## src/rtl/serial_addsub.sv

```systemverilog
module serial_addsub #(
  parameter int W = 8
) (
  input  logic clk,
  input  logic rst,
  input  logic in_valid,
  input  logic start,
  input  logic sub,
  input  logic a_bit,
  input  logic b_bit,
  output logic sum_bit,
  output logic sum_valid,
  output logic msb,
  output logic ovf
);
  localparam int CW = (W > 1) ? $clog2(W) : 1;
  localparam logic [CW-1:0] LAST = CW'(W - 1);

  logic [CW-1:0] cnt;
  logic carry_q, mode_q;
  logic [CW-1:0] idx;
  logic mode, b_eff, cin, cout, top;

  assign idx   = start ? '0 : cnt;
  assign mode  = start ? sub : mode_q;
  assign b_eff = b_bit ^ mode;
  assign cin   = start ? mode : carry_q;
  assign {cout, sum_bit} = {1'b0, a_bit} + {1'b0, b_eff} + {1'b0, cin};
  assign top   = (idx == LAST);

  assign sum_valid = in_valid;
  assign msb       = in_valid & top;
  assign ovf       = msb & (a_bit == b_eff) & (sum_bit != a_bit);

  always_ff @(posedge clk) begin
    if (rst) begin
      cnt     <= '0;
      carry_q <= 1'b0;
      mode_q  <= 1'b0;
    end else if (in_valid) begin
      cnt     <= top ? '0 : idx + 1'b1;
      carry_q <= cout;
      mode_q  <= mode;
    end
  end
endmodule


```

## config.mk

```make
export PLATFORM = sky130hd
export DESIGN_NAME = serial_addsub
export DESIGN_NICKNAME = d
export VERILOG_FILES = /design/src/rtl/serial_addsub.sv
export SDC_FILE = /design/constraint.sdc
export NUM_CORES = 1
export LEC_CHECK = 0
export ABC_AREA = 1
export BUFFER_PORTS_ARGS = -buffer_cell sky130_fd_sc_hd__buf_2
export CAP_MARGIN = 20
export CORE_AREA = 2 2 39 41
export CTS_BUF_LIST = sky130_fd_sc_hd__clkbuf_4
export CTS_CLUSTER_SIZE = 12
export DETAILED_ROUTE_END_ITERATION = 16
export DIE_AREA = 0 0 41 43
export PLACE_DENSITY = 0.48
export RECOVER_POWER = 100
export SLEW_MARGIN = 10
export SYNTH_ARGS = -nofsm -noshare
export SYNTH_HDL_FRONTEND = slang
export SYNTH_SLANG_ARGS = --single-unit
export TNS_END_PERCENT = 100
```

## constraint.sdc

```tcl
create_clock -name clk -period 2.4 [get_ports clk]
set_input_delay 0.24 -clock clk [delete_from_list [all_inputs] [get_ports clk]]
set_output_delay 0.24 -clock clk [all_outputs]
set_load 0.05 [all_outputs]
```

==> flow_metrics.env <==
export IMPL_dieArea_mm2=0.00176
export IMPL_drc_errors=0
export IMPL_p_leak_nw=0.241
export IMPL_use_met3_pct=1.57
export IMPL_syn_cell_area_um2=340
export IMPL_instances_no_fill=79
export IMPL_path_cells="nand2_1 > nand2_1 > nand2_1 > nand2_2 > fa_1 > inv_1 > nand2_1 > nand3_1 > nand2_1 > nor2_2 > buf_2"
export IMPL_cts_tree="built"
export IMPL_syn_inst=50
export IMPL_grt_max_degree=9
export IMPL_syn2layout_area_growth_pct=25.4
export IMPL_tns_ns=0
export IMPL_endpoint_kind="output port"
export IMPL_synthesis_nets=60
export IMPL_grt_pass1_vias=272
export IMPL_path_delay_family="simple AND/OR/NAND/NOR gates"
export IMPL_tightestPinTransition_ns=0.594
export IMPL_criticalPathCategory="reg -> out"
export IMPL_post_cts_setup_buffer_count=0
export IMPL_setup_ws_ns=0.246
export IMPL_seq_area_frac_synth_pct=29.4
export IMPL_cts_max_path_buffers=2
export IMPL_final_cell_mix="inv_1, nor2_1, nand2_1"
export IMPL_overflow=0
export IMPL_r2r_end="carry_q$_SDFFE_PP0P_"
export IMPL_fin_worst_skew_ns=0.00196
export IMPL_antenna_found_initial=0
export IMPL_hp_start="rst"
export IMPL_coreArea_mm2=0.00138
export IMPL_dpl_cell_area_um2=405
export IMPL_vdd_drop_max_mv=0.250
export IMPL_synth_distinct_cells=12
export IMPL_hold_path_depth=2
export IMPL_htree_levels=1
export IMPL_finalCritPeriodShare_pct=89.7
export IMPL_layout_commonest_cell="inv_1"
export IMPL_holdWs_ns=0.235
export IMPL_gp_congestion=0.688
export IMPL_use_met1_pct=10.9
export IMPL_slew_violations=0
export IMPL_slew_headroom_pct=60.5
export IMPL_arrival_ns=1.91
export IMPL_clock_latency_ns=0.24
export IMPL_fmax_mhz=464
export IMPL_r2r_slack_ns=1.11
export IMPL_crit_required_ns=2.16
export IMPL_final_core_utilization_pct=30.8
export IMPL_maxCapViolations=0
export IMPL_hold_viol=0
export IMPL_cp_common_cell="nand2_1"
export IMPL_grt_most_used_layer="met2"
export IMPL_firstDrtPassIters=2
export IMPL_power_mw=0.266
export IMPL_gr_usage_met2_pct=10.9
export IMPL_r2r_start="mode_q$_SDFFE_PP0P_"
export IMPL_antennaDiodeCount=0
export IMPL_regArea_um2=100
export IMPL_yosys_warnings=0
export IMPL_dp_slack_ns=0.348
export IMPL_design_area_um2=427
export IMPL_reg2regPathDepth=6
export IMPL_nets=74
export IMPL_wl_per_cell_um=7.91
export IMPL_clk_pin_slew_worst_paths_ns=0.04
export IMPL_grt_use_total_pct=8.73
export IMPL_port_buffers=10
export IMPL_die_w_um=41
export IMPL_critPathMaxStageDelay_ns=0.45
export IMPL_numCtsBuffers=3
export IMPL_whs_endpoint="cnt[1]$_SDFFE_PP0P_"
export IMPL_yosys_register_bits=5
export IMPL_final_setup_viol_count=0
export IMPL_fill_cells=163
export IMPL_ant_nets=0
export IMPL_layout_drive_gt1_share_pct=22.2
export IMPL_wl_um=625
export IMPL_die_h_um=43
export IMPL_hold_buffers=0
export IMPL_initial_core_util_pct=24.6
export IMPL_hpwl_um=494
export IMPL_period_needed_ns=2.15
export IMPL_avgViaCountPerCell=3.95
export IMPL_drt_iter0_drc=3
export IMPL_rows=14
export IMPL_rsz0062_at_grt="no"
export IMPL_clock_sinks=5
export IMPL_crit_start="mode_q$_SDFFE_PP0P_"
export IMPL_hold_class="in -> reg"
export IMPL_cts_root_buf="clkbuf_4"
export IMPL_multi_input_area_um2=189
export IMPL_powerDensity_mw_per_mm2=623
export IMPL_status="finished, final reports clean"
export IMPL_slowest_stage="fa_1"
export IMPL_syn_area_per_cell_um2=6.81
export IMPL_path_max_fanout=3
export IMPL_cts_repair_resized=0
export IMPL_grt_first_pass_wirelength_um=1000
export IMPL_startpoint_type="register"
export IMPL_placedCellCount=75
export IMPL_num_vias=312
export IMPL_crit_buf_inv=2
export IMPL_io_pins=11
==> how the worst max path moves through the flow <==
stage,endpoint,cells after the start
3_5_place_dp,ovf,10
4_1_cts,ovf,11
6_report,ovf,11
5_1_grt,ovf,11
3_3_place_gp,ovf,10
2_1_floorplan,ovf,8
==> report_power, final <==
| group | total, mW | internal, mW | switching [mW] |
|---|---|---|---|
| clock network | 0.109 | 0.0741 | 0.0345 |
| registers | 0.0918 | 0.0895 | 0.00233 |
| logic | 0.0656 | 0.0200 | 0.0456 |
| total | 0.266 | 0.184 | 0.0824 |
==> layout make-up <==
type                            count  area share [%]
Multi-Input combinational cell     33            44.3
Sequential cell                     5            23.5
Timing Repair Buffer               10            10.9
Inverter                           11            9.68
Clock buffer                        4            7.04
Tap cell                           16            4.69
==> layer usage <==
layer / share of wire, % / vias to the layer above / routed length (µm)
li1: - / 180 / -
met1: 51 / 121 / 321
met2: 40 / 9 / 251
met3: 7.4 / 2 / 46
met4: 0.96 / 0 / 6
met5: 0 / - / 0
==> cell families (layout without fill, tap and decap cells) <==
family	count (synthesis)	in the layout	synth area share [%]
AOI/OAI and AO/OA	6	6	12.5
DFF	5	5	29.4
buffers and inverters	12	25	14.3
adders and majority gates	3	3	13.2
and+or+nand+nor	24	24	30.5
==> synth_stat cells <==
master    number  area share (%)
a211oi_1       4             8.8
ha_1           2             7.4
nand2_1        6             6.6
nand3_1        3             4.4
inv_1         11              12
dfxtp_1        5              29
buf_4          1             2.2
o21ai_0        1             1.5
nand2_2        4             7.4
fa_1           1             5.9
nor2_1        11              12
a21boi_0       1             2.2
==> sequential cells by signal, summed over array words and instances (netlist names) <==
name and cells:
carry_q 1, cnt 3, mode_q 1
Note: power is estimated with default switching activity, not from simulation.
